===== src/rtl/secded_pkg.sv =====
package secded_pkg;

   // Mask of the Hamming positions (1-based, bit pos-1) that check bit k covers.
   function automatic logic [63:0] cover_mask(input int unsigned k, input int unsigned ham_w);
      logic [63:0] m;
      m = '0;
      for (int unsigned pos = 1; pos <= ham_w; pos++) begin
         if (((pos >> k) & 1) == 1) m[pos-1] = 1'b1;
      end
      return m;
   endfunction

   // True when a 1-based position holds a check bit (a power of two).
   function automatic bit is_check_pos(input int unsigned pos);
      return (pos & (pos - 1)) == 0;
   endfunction

   // Data index stored at a non-check position.
   function automatic int unsigned data_idx(input int unsigned pos);
      return pos - $clog2(pos + 1) - 1;
   endfunction

   // Position holding data index idx.
   function automatic int unsigned data_pos(input int unsigned idx, input int unsigned ham_w);
      int unsigned cnt;
      int unsigned found;
      cnt   = 0;
      found = 0;
      for (int unsigned pos = 1; pos <= ham_w; pos++) begin
         if (!is_check_pos(pos)) begin
            if (cnt == idx) found = pos;
            cnt++;
         end
      end
      return found;
   endfunction

endpackage


===== src/rtl/secded_enc.sv =====
module secded_enc #(
   parameter int unsigned PAR_W = 3,
   localparam int unsigned HAM_W  = (1 << PAR_W) - 1,
   localparam int unsigned DATA_W = HAM_W - PAR_W,
   localparam int unsigned CODE_W = HAM_W + 1
) (
   input  logic              clk,
   input  logic              rst_n,
   input  logic              in_valid,
   input  logic [DATA_W-1:0] in_data,
   output logic              out_valid,
   output logic [CODE_W-1:0] out_code
);

   logic [HAM_W-1:0] spread;
   logic [HAM_W-1:0] ham;
   logic             whole_par;

   for (genvar j = 1; j <= HAM_W; j++) begin : g_pos
      if (secded_pkg::is_check_pos(j)) begin : g_chk
         localparam int unsigned K = $clog2(j);
         localparam logic [63:0] MASK = secded_pkg::cover_mask(K, HAM_W);
         assign spread[j-1] = 1'b0;
         assign ham[j-1]    = ^(spread & MASK[HAM_W-1:0]);
      end else begin : g_dat
         localparam int unsigned IDX = secded_pkg::data_idx(j);
         assign spread[j-1] = in_data[IDX];
         assign ham[j-1]    = in_data[IDX];
      end
   end

   assign whole_par = ^ham;

   always_ff @(posedge clk or negedge rst_n) begin
      if (!rst_n) begin
         out_valid <= 1'b0;
         out_code  <= '0;
      end else begin
         out_valid <= in_valid;
         if (in_valid) out_code <= {whole_par, ham};
      end
   end

endmodule


===== src/rtl/secded_syndrome.sv =====
module secded_syndrome #(
   parameter int unsigned PAR_W = 3,
   localparam int unsigned HAM_W  = (1 << PAR_W) - 1,
   localparam int unsigned CODE_W = HAM_W + 1
) (
   input  logic [CODE_W-1:0] code,
   output logic [PAR_W-1:0]  syn,
   output logic              odd
);

   for (genvar k = 0; k < PAR_W; k++) begin : g_syn
      localparam logic [63:0] MASK = secded_pkg::cover_mask(k, HAM_W);
      assign syn[k] = ^(code[HAM_W-1:0] & MASK[HAM_W-1:0]);
   end

   assign odd = ^code;

endmodule


===== src/rtl/secded_fix.sv =====
module secded_fix #(
   parameter int unsigned PAR_W = 3,
   localparam int unsigned HAM_W  = (1 << PAR_W) - 1,
   localparam int unsigned DATA_W = HAM_W - PAR_W
) (
   input  logic [DATA_W-1:0] raw,
   input  logic [PAR_W-1:0]  syn,
   input  logic              odd,
   output logic [DATA_W-1:0] data,
   output logic              cor,
   output logic              dbl
);

   for (genvar i = 0; i < DATA_W; i++) begin : g_bit
      localparam int unsigned POS = secded_pkg::data_pos(i, HAM_W);
      logic hit;
      assign hit     = odd && (syn == PAR_W'(POS));
      assign data[i] = raw[i] ^ hit;
   end

   assign cor = odd;
   assign dbl = !odd && (syn != '0);

endmodule


===== src/rtl/secded_dec.sv =====
module secded_dec #(
   parameter int unsigned PAR_W = 3,
   localparam int unsigned HAM_W  = (1 << PAR_W) - 1,
   localparam int unsigned DATA_W = HAM_W - PAR_W,
   localparam int unsigned CODE_W = HAM_W + 1
) (
   input  logic              clk,
   input  logic              rst_n,
   input  logic              in_valid,
   input  logic [CODE_W-1:0] in_code,
   output logic              out_valid,
   output logic [DATA_W-1:0] out_data,
   output logic              out_cor,
   output logic              out_dbl
);

   logic [PAR_W-1:0]  syn;
   logic              odd;
   logic [DATA_W-1:0] raw;
   logic [DATA_W-1:0] fixed;
   logic              cor;
   logic              dbl;

   for (genvar i = 0; i < DATA_W; i++) begin : g_raw
      localparam int unsigned POS = secded_pkg::data_pos(i, HAM_W);
      assign raw[i] = in_code[POS-1];
   end

   secded_syndrome #(.PAR_W(PAR_W)) i_syn (
      .code (in_code),
      .syn  (syn),
      .odd  (odd)
   );

   secded_fix #(.PAR_W(PAR_W)) i_fix (
      .raw  (raw),
      .syn  (syn),
      .odd  (odd),
      .data (fixed),
      .cor  (cor),
      .dbl  (dbl)
   );

   always_ff @(posedge clk or negedge rst_n) begin
      if (!rst_n) begin
         out_valid <= 1'b0;
         out_data  <= '0;
         out_cor   <= 1'b0;
         out_dbl   <= 1'b0;
      end else begin
         out_valid <= in_valid;
         if (in_valid) begin
            out_data <= fixed;
            out_cor  <= cor;
            out_dbl  <= dbl;
         end
      end
   end

endmodule


===== src/rtl/secded_codec.sv =====
module secded_codec #(
   parameter int unsigned PAR_W = 3,
   localparam int unsigned HAM_W  = (1 << PAR_W) - 1,
   localparam int unsigned DATA_W = HAM_W - PAR_W,
   localparam int unsigned CODE_W = HAM_W + 1
) (
   input  logic              clk,
   input  logic              rst_n,
   input  logic              enc_in_valid,
   input  logic [DATA_W-1:0] enc_in_data,
   output logic              enc_out_valid,
   output logic [CODE_W-1:0] enc_out_code,
   input  logic              dec_in_valid,
   input  logic [CODE_W-1:0] dec_in_code,
   output logic              dec_out_valid,
   output logic [DATA_W-1:0] dec_out_data,
   output logic              dec_out_corrected,
   output logic              dec_out_double
);

   if (PAR_W < 2 || PAR_W > 6) begin : g_bad_par
      $error("secded_codec: PAR_W must lie in 2..6");
   end

   secded_enc #(.PAR_W(PAR_W)) i_enc (
      .clk       (clk),
      .rst_n     (rst_n),
      .in_valid  (enc_in_valid),
      .in_data   (enc_in_data),
      .out_valid (enc_out_valid),
      .out_code  (enc_out_code)
   );

   secded_dec #(.PAR_W(PAR_W)) i_dec (
      .clk       (clk),
      .rst_n     (rst_n),
      .in_valid  (dec_in_valid),
      .in_code   (dec_in_code),
      .out_valid (dec_out_valid),
      .out_data  (dec_out_data),
      .out_cor   (dec_out_corrected),
      .out_dbl   (dec_out_double)
   );

endmodule


===== config.mk =====
export PLATFORM = sky130hd
export DESIGN_NAME = secded_codec
export DESIGN_NICKNAME = d
export VERILOG_FILES = /design/src/rtl/secded_pkg.sv /design/src/rtl/secded_enc.sv /design/src/rtl/secded_syndrome.sv /design/src/rtl/secded_fix.sv /design/src/rtl/secded_dec.sv /design/src/rtl/secded_codec.sv
export SDC_FILE = /design/constraint.sdc
export NUM_CORES = 1
export LEC_CHECK = 0
export CORE_UTILIZATION = 35
export DETAILED_ROUTE_END_ITERATION = 10
export PLACE_DENSITY_LB_ADDON = 0.2
export SLEW_MARGIN = 20
export SYNTH_ARGS = -nofsm -noshare
export SYNTH_HDL_FRONTEND = slang
export SYNTH_SLANG_ARGS = --single-unit

===== constraint.sdc =====
create_clock -name clk -period 1 [get_ports clk]
set_input_delay 0.2 -clock clk [delete_from_list [all_inputs] [get_ports clk]]
set_output_delay 0.2 -clock clk [all_outputs]
set_load 0.01 [all_outputs]

After elaboration in Yosys (flattened, before gate mapping)
Cells that the tools add are included.
Storage, ports and cells
  output and inout port bits: 16
  memory bits (writable): 0
  input port bits: 16
  latch bits: 0
  flip-flop bits (word level): 16
  memories kept: 0
  logic and storage cells: 29
  bits in read-only memories: 0
Operators by class
  div/mod/pow operators: 0
  bitwise operators: 4
  $lt $le $gt $ge: 0
  shift operators: 0
  reductions and logical operators: 15
  equal/unequal tests: 4
  add/sub/neg operators: 0
  multipliers: 0
  multiplexer cells: 0
Operator list (number)
  7-bit parity: 7
  3-bit == test (second input constant): 3
  8-bit parity: 1
  1-bit logical AND: 5
  1-bit XOR: 4
  3-bit by 2-bit == test with 1-bit output (second input constant): 1
  3-bit nonzero test: 1
  1-bit zero test: 1

Logic depth before layout (Yosys ltp)
Gate-level depths: netlist of run 1.
  depth in word-level cells: 4
  depth in mapped cells: 4
  mapped depth without buffers: 4

By module
Synthesis of run 1 repeated with hierarchy kept, for this count alone.
Unflattened totals
  cells, all modules: 58
  area, all modules: 883.3 um2
Modules (own cells, without submodules)
  secded_enc: sequential area each 225.2 um2, cells each 22, area an instance 419.2 um2, instances 1
  secded_dec: sequential area each 175.2 um2, cells each 14, area an instance 276.5 um2, instances 1
  secded_syndrome: sequential area each 0.0 um2, cells each 11, area an instance 103.8 um2, instances 1
  secded_fix: sequential area each 0.0 um2, cells each 11, area an instance 83.8 um2, instances 1

Worst setup path before layout of run 1
OpenSTA, ideal clock, no wires.
  kind: input -> register
  start point: input port dec_in_code[2]
  end point: register i_dec.out_data[2]
  path slack: -0.175 ns
  data required time: 0.910 ns
  stages: 4
  data arrival time: 1.085 ns
  setup time: 0.090 ns
  buffers on the path: 0
  path through: xnor2_1 -> nand3_1 -> a2111o_1 -> o221ai_1
Between the ends
  cells in the longest elaborated chain, start to end: 4
  elaborated cells on any way between the ends: 6
  those cells by class: 1 x eq/ne; 1 x bitwise; 4 x reduce/logical
RTL lines
  start: declaration: RTL line secded_codec.sv:14  | input logic [CODE_W-1:0] dec_in_code,
  7-bit parity: RTL line secded_syndrome.sv:13  | assign syn[k] = ^(code[HAM_W-1:0] & MASK[HAM_W-1:0]);
  3-bit == test: RTL line secded_fix.sv:17  | assign hit = odd && (syn == PAR_W'(POS));
  1-bit logical AND (*): RTL line secded_fix.sv:17
  1-bit XOR (*): RTL line secded_fix.sv:18  | assign data[i] = raw[i] ^ hit;
  end signal: assignment: RTL line secded_dec.sv:53  | out_data <= fixed;
  end: declaration: RTL line secded_dec.sv:12  | output logic [DATA_W-1:0] out_data,
Every way passes the cells marked *; elsewhere a longest branch is shown, timed or not.
A chain may end at the register's enable or synchronous reset.

Worst setup path in the final report of run 1
  start point: input port dec_in_code[0]
  end point: register i_dec.out_data[1]
Same word-level chain as after synthesis.

==> impl_metrics.py, run 1 <==
metrics = {
    "critical_path": {
        "cpPeakStageDelay_ns": 0.44,
        "endpoint_kind": "register",
        "worstReg2RegStart": "i_dec.out_data[1]",
        "reg2reg_slack_ns": 0.06,
        "start_kind": "input port",
        "path_class": "in2reg",
        "crit_cells": 6,
        "crit_chain": "buf_8 -> buf_6 -> xor2_4 -> nand3_2 -> a2111o_1 -> o221ai_1",
        "cpLargestDelayFamily": "compound AO/OA/AOI/OAI gates",
        "cp.arrival_ns": 1.31,
        "r2r_cells": 4,
        "critPathMaxFanout": 5,
        "reg2reg_to": "i_dec.out_data[1]",
        "cp.required_ns": 1.21,
        "cp_slowest_cell": "a2111o_1",
        "path_buf_inv": 2,
    },
    "drt": {
        "vias": 948,
        "drt-total-wl_microns": 2660,
        "drc_errors": 0,
        "dr.pass1.iters": 4,
        "viasPerCell": 5.10,
        "wl_per_cell_microns": 14.3,
        "ant_nets": 0,
        "drt_iter0_drc": 6,
    },
    "grt": {
        "grt_max_degree": 17,
        "grt_usage": 0.199,
        "grt_pass1_wl_microns": 4080,
        "grt_pass1_vias": 923,
        "grt-ovfl-total": 0,
        "antenna_found_initial": 0,
    },
    "yosys": {
        "synth-seq-area-share": 0.428,
        "synth_cell_types": 20,
        "ys_warn_count": 0,
        "syn_inst": 87,
        "ys_ff_latch": 16,
        "syn-num-nets": 103,
        "syn_area_sq_um": 936,
        "avgSynthCellArea_sq_um": 10.8,
    },
    "run": {
        "drv_cap": 0,
    },
    "clocking": {
        "clk_latency_ns": 0.29,
        "clock-sinks": 16,
        "cts_max_level": 1,
        "cts_tree": "done",
        "cts_hold_buf": 0,
        "cts.path.max_buffers": 2,
        "clk_pin_slew_ns": 0.10,
        "root_buffer": "clkbuf_4",
        "cts-buffers-inserted": 3,
    },
    "floorplan": {
        "pin_count": 32,
        "dieArea_sq_um": 2880,
        "row_count": 18,
        "fp.dieH_microns": 53.7,
        "core-area_sq_um": 2500,
        "start_util": 0.374,
        "die_x_microns": 53.7,
    },
    "finish": {
        "drive_above_1_share": 0.647,
        "area_growth_pct": 105,
        "diodes": 0,
        "nets": 173,
        "fill_cells": 155,
        "fin_util": 0.766,
        "design_area_sq_um": 1920,
        "seq_area_sq_um": 400,
        "multiInputGateArea_sq_um": 833,
    },
    "sta": {
        "slew_headroom": 0.809,
        "worst_pin_slew_ns": 0.287,
        "rsz0062_at_grt": "true",
        "finClkSkew_ns": 0,
        "final.min_clock_period_ns": 1.10,
        "finalSetupViolations": 21,
        "slew_viol_final": 0,
        "finalHoldViolCount": 0,
        "post-route-period-util": 1.10,
        "fmax_mhz": 910,
        "worst_slack_ns": -0.0990,
        "holdWs_ns": 0.206,
    },
    "place": {
        "placed_area_sq_um": 1700,
        "place_congestion": 0.776,
        "port_buffers": 31,
        "hpwlAfterDp_microns": 1740,
    },
    "worst_hold_path": {
        "hold_path_end": "i_enc.out_valid",
        "hold_path.class": "in2reg",
        "hold_depth": 2,
        "worstHoldStart": "enc_in_valid",
    },
    "pwr": {
        "p_seq_frac": 0.344,
        "power_switching_mw": 0.753,
        "switching_share": 0.329,
        "clkPwrFrac": 0.190,
        "cellPowerDensity_nw_per_um2": 1190,
        "p_int_mw": 1.54,
        "p_leak_nw": 0.820,
        "ir_drop_mv": 0.834,
        "combPwrFrac": 0.466,
    },
    "outcome": {
        "violations": "negative setup slack",
        "outcome": "finished with violations",
    },
}
-- kinds of logic (layout without fill, tap and decap cells) --
family / Yosys count / count (layout) / synth area share
xor gates and xnor gates: 21 / 21 / 0.213
and+or+nand+nor: 22 / 22 / 0.115
buffers and inverters: 6 / 75 / 0.0241
DFF: 16 / 16 / 0.428
muxes: 8 / 8 / 0.0963
AOI/OAI and AO/OA: 14 / 14 / 0.124
-- synthesized netlist by cell type --
master,count,area [sq um]
a2111o_1,2,22.5
nor2b_1,2,12.5
o221ai_1,4,35.0
xor2_2,2,32.5
a211oi_1,4,30.0
inv_1,4,15.0
nand2_1,5,18.8
dfrtp_1,16,400
nor2_1,2,7.51
a31oi_1,1,6.26
a21oi_1,1,5.00
nand4_1,1,6.26
xor2_1,5,43.8
xnor2_1,14,123
nand2b_1,2,12.5
nor3_1,2,10.0
clkbuf_1,2,7.51
o2111ai_1,2,17.5
mux2_2,8,90.1
nand3_1,8,40.0
-- metrics by stage --
stage          setup WS [ns]  setup TNS, ns  instances  power (mW)
3_3_place_gp          -0.730          -8.08        169        1.73
6_report             -0.0990         -0.616        186        2.29
3_5_place_dp          -0.758          -8.46        169        1.75
2_1_floorplan        -0.0482         -0.166         87        1.24
4_1_cts              -0.0877         -0.608        182        2.20
5_1_grt               -0.143          -1.36        186        2.40
-- repair_timing --
| action | in CTS | in global routing |
|---|---|---|
| gates resized for setup | 122 | 14 |
| endpoints found under the setup margin | 26 | 26 |
| setup buffers | 10 | 4 |
| pin swaps | 17 | 13 |
-- worst reg2reg max path: stages, from the launching register on --
cell      delay, ns
dfrtp_1        0.40
buf_4          0.14
buf_4          0.13
inv_1          0.04
o221ai_1       0.11
-- power by group through the flow --
| stage | sequential [mW] | combinational, mW | clock (mW) |
|---|---|---|---|
| after global routing | 0.799 | 1.14 | 0.457 |
| after floorplan | 0.850 | 0.386 | 0 |
| after detailed placement | 0.804 | 0.944 | 0 |
| final | 0.787 | 1.07 | 0.434 |
| after CTS | 0.786 | 0.984 | 0.434 |
| after global placement | 0.798 | 0.928 | 0 |
-- registers in the layout, summed over array words and instances (netlist names) --
signal / cells
i_enc.out_code: 8
i_enc.out_valid: 1
i_dec.out_dbl: 1
i_dec.out_cor: 1
i_dec.out_data: 4
i_dec.out_valid: 1
-- metal layers --
layer  GRT usage  vias to the layer above  part of all wire  routed length [microns]
met5           0                        -                 0                        0
met4       0.132                        0             0.024                       63
met3      0.0198                        7             0.051                      136
met2       0.352                       35              0.53                     1400
met1       0.225                      455              0.40                     1060
li1            -                      451                 -                        -
-- worst max-delay path by stage --
stage | to | slack (ns) | from
final | i_dec.out_data[1] | -0.1 | dec_in_code[0]
after detailed placement | i_dec.out_data[2] | -0.76 | dec_in_code[2]
after global placement | i_dec.out_data[1] | -0.73 | dec_in_code[6]
after CTS | i_dec.out_dbl | -0.09 | dec_in_code[0]
after global routing | i_dec.out_data[1] | -0.14 | dec_in_code[0]
after floorplan | i_dec.out_data[1] | -0.05 | dec_in_code[2]
-- cell usage in the layout, fill, tap and decap left out, drive strengths merged, types with 2 or more instances in the layout --
cell / count
a2111o: 2
nand3: 8
clkbuf: 4
buf: 59
dlygate4sd2: 5
mux2: 8
nand2: 5
a211oi: 4
nor3: 2
nand2b: 2
o2111ai: 2
dfrtp: 16
nor2b: 2
o221ai: 4
inv: 4
nor2: 2
xnor2: 14
xor2: 7
-- final cells by class --
type,instances,share of cell area
inverters,4,0.00784
well taps,30,0.0196
repair buffers,67,0.310
clock buffers,4,0.0189
multi-input cells,65,0.435
flip-flops and latches,16,0.209
Power figures use the tool's default switching activity.
==> run 2: changes to the inputs <==
Settings changed: PLACE_DENSITY set to 0.68, PLACE_DENSITY_LB_ADDON 0.2 to not set.
==> run 2 against run 1 <==
  * The flow still finishes with violations (negative setup slack)
  * Flip-flop and latch count stayed put
  * Sequential share of layout area is 0.19 points lower
  * Power is 2.2% higher
  * Die area stayed put
  * Critical path type unchanged
  * Maximum frequency is 2.2% lower
  * Global-route usage is 0.11 points lower
  * Critical path depth stayed put
  * Hold slack better by 0.020 ns
  * Clock-buffer cell count stayed put
  * Final cell count is 2.2% lower
==> impl_metrics.py, run 2 (synthesis results as in run 1) <==
metrics = {
    "floorplan": {
        "row_count": 18,
        "dieArea_sq_um": 2880,
        "core-area_sq_um": 2500,
        "fp.dieH_microns": 53.7,
        "pin_count": 32,
        "start_util": 0.374,
        "die_x_microns": 53.7,
    },
    "drt": {
        "drt-total-wl_microns": 2710,
        "wl_per_cell_microns": 14.9,
        "drt_iter0_drc": 11,
        "dr.pass1.iters": 4,
        "viasPerCell": 5.07,
        "drc_errors": 0,
        "ant_nets": 0,
        "vias": 922,
    },
    "critical_path": {
        "reg2reg_slack_ns": 0.11,
        "path_class": "in2reg",
        "cp_slowest_cell": "a2111o_1",
        "cpLargestDelayFamily": "XOR/XNOR gates",
        "cp.required_ns": 1.21,
        "critPathMaxFanout": 7,
        "cp.arrival_ns": 1.33,
        "path_buf_inv": 2,
        "endpoint_kind": "register",
        "reg2reg_to": "i_dec.out_cor",
        "crit_chain": "buf_6 -> buf_6 -> xnor2_4 -> xnor2_4 -> a2111o_1 -> o221ai_2",
        "cpPeakStageDelay_ns": 0.39,
        "worstReg2RegStart": "i_dec.out_cor",
        "r2r_cells": 4,
        "start_kind": "input port",
    },
    "finish": {
        "fill_cells": 160,
        "mostFrequentLayoutCells": "19 x buf_4, 16 x dfrtp_1, 15 x buf_2, 14 x buf_6, 8 x mux2_2",
        "stdcell_count": 182,
        "largest_reg_flops": 8,
        "nets": 169,
        "diodes": 0,
        "drive_above_1_share": 0.658,
        "reg.largest.list": "i_enc.out_code (8), i_dec.out_data (4)",
        "top_register": "i_enc.out_code",
        "area_growth_pct": 107,
        "layout_commonest_cell": "buf_4",
    },
    "grt": {
        "grt_pass1_wl_microns": 4000,
        "antenna_found_initial": 0,
        "grt_pass1_vias": 908,
        "grt_usage": 0.198,
        "grt_max_degree": 17,
        "grt-ovfl-total": 0,
    },
    "pwr": {
        "p_seq_frac": 0.338,
        "switching_share": 0.326,
        "cellPowerDensity_nw_per_um2": 1210,
        "combPwrFrac": 0.483,
        "power_switching_mw": 0.762,
        "p_leak_nw": 0.810,
        "clkPwrFrac": 0.179,
        "ir_drop_mv": 1.06,
        "p_int_mw": 1.58,
    },
    "place": {
        "port_buffers": 31,
        "dp.cells": 167,
        "place_congestion": 0.827,
        "hpwlAfterDp_microns": 1780,
    },
    "sta": {
        "worst_pin_slew_ns": 0.319,
        "final.setup.tns_ns": -0.576,
        "fmax_mhz": 890,
        "final.min_clock_period_ns": 1.12,
        "worst_slack_ns": -0.123,
        "finalSetupViolations": 19,
        "slew_viol_final": 0,
        "holdWs_ns": 0.225,
        "finalHoldViolCount": 0,
        "slew_headroom": 0.787,
        "finClkSkew_ns": 0,
        "rsz0062_at_grt": "true",
        "post-route-period-util": 1.12,
    },
    "clocking": {
        "cts-buffers-inserted": 3,
        "clk_pin_slew_ns": 0.09,
        "cts_max_level": 1,
        "cts_hold_buf": 0,
        "clock-sinks": 16,
        "cts_tree": "done",
        "root_buffer": "clkbuf_4",
        "cts.path.max_buffers": 2,
        "clk_latency_ns": 0.28,
    },
    "outcome": {
        "outcome": "finished with violations",
        "violations": "negative setup slack",
    },
    "worst_hold_path": {
        "hold_path_end": "i_enc.out_valid",
        "worstHoldStart": "enc_in_valid",
        "hold_path.class": "in2reg",
        "hold_depth": 2,
    },
    "run": {
        "drv_cap": 0,
    },
}
-- run 2: cell types whose count changed in the layout (fill, tap and decap cells not counted), sizes merged --
cell / change
buf: -4
-- run 2: stage by stage --
| step | power [mW] | area (sq um) | setup slack, ns | util |
|---|---|---|---|---|
| 2_1_floorplan | 1.24 | 1130 | -0.0482 | - |
| 3_3_place_gp | 1.73 | 1690 | -0.765 | 0.675 |
| 3_5_place_dp | 1.75 | 1690 | -0.800 | 0.675 |
| 4_1_cts | 2.24 | 1860 | -0.0940 | 0.743 |
| 5_1_grt | 2.46 | 1930 | -0.152 | 0.773 |
| 6_report | 2.34 | 1930 | -0.123 | 0.773 |
-- run 2: final cells by class --
class,count,area [sq um],share of cell area
clock buffers,4,36.3,0.0188
repair buffers,63,583,0.302
inverters,4,15.0,0.00777
well taps,30,37.5,0.0194
multi-input cells,65,861,0.445
flip-flops and latches,16,400,0.207
-- run 2: worst reg2reg max path, delay by kind of cell (launching register included) --
kind / cells / cell delay (ns)
DFF: 1 / 0.40
AOI/OAI and AO/OA: 1 / 0.05
and+or+nand+nor: 1 / 0.08
buffers and inverters: 2 / 0.26
-- run 2: timing repair --
item                                    in CTS  in global routing
pin swaps                                   24                 13
resized for setup                          131                 15
endpoints found under the setup margin      26                 30
setup buffers                               10                  3
-- run 2: power groups by stage --
stage / registers (mW) / logic, mW / clock network (mW)
2_1_floorplan: 0.850 / 0.386 / 0
4_1_cts: 0.786 / 1.02 / 0.437
6_report: 0.791 / 1.13 / 0.419
5_1_grt: 0.802 / 1.20 / 0.459
3_5_place_dp: 0.804 / 0.946 / 0
3_3_place_gp: 0.800 / 0.927 / 0
-- run 2: layer usage --
metal	vias up	track usage	wire length, microns
met2	25	0.407	1540
met3	2	0.0198	123
li1	441	-	-
met4	0	0.0833	19
met1	454	0.194	1030
met5	-	0	0
-- run 2: worst max-delay path by stage --
stage,startpoint,end,cells past startpoint
global route,dec_in_code[1],i_dec.out_data[1],6
floorplan,dec_in_code[2],i_dec.out_data[1],4
finish,dec_in_code[1],i_dec.out_data[1],6
detailed placement,dec_in_code[2],i_dec.out_data[1],6
CTS,dec_in_code[6],i_dec.out_data[0],7
global placement,dec_in_code[2],i_dec.out_data[1],6
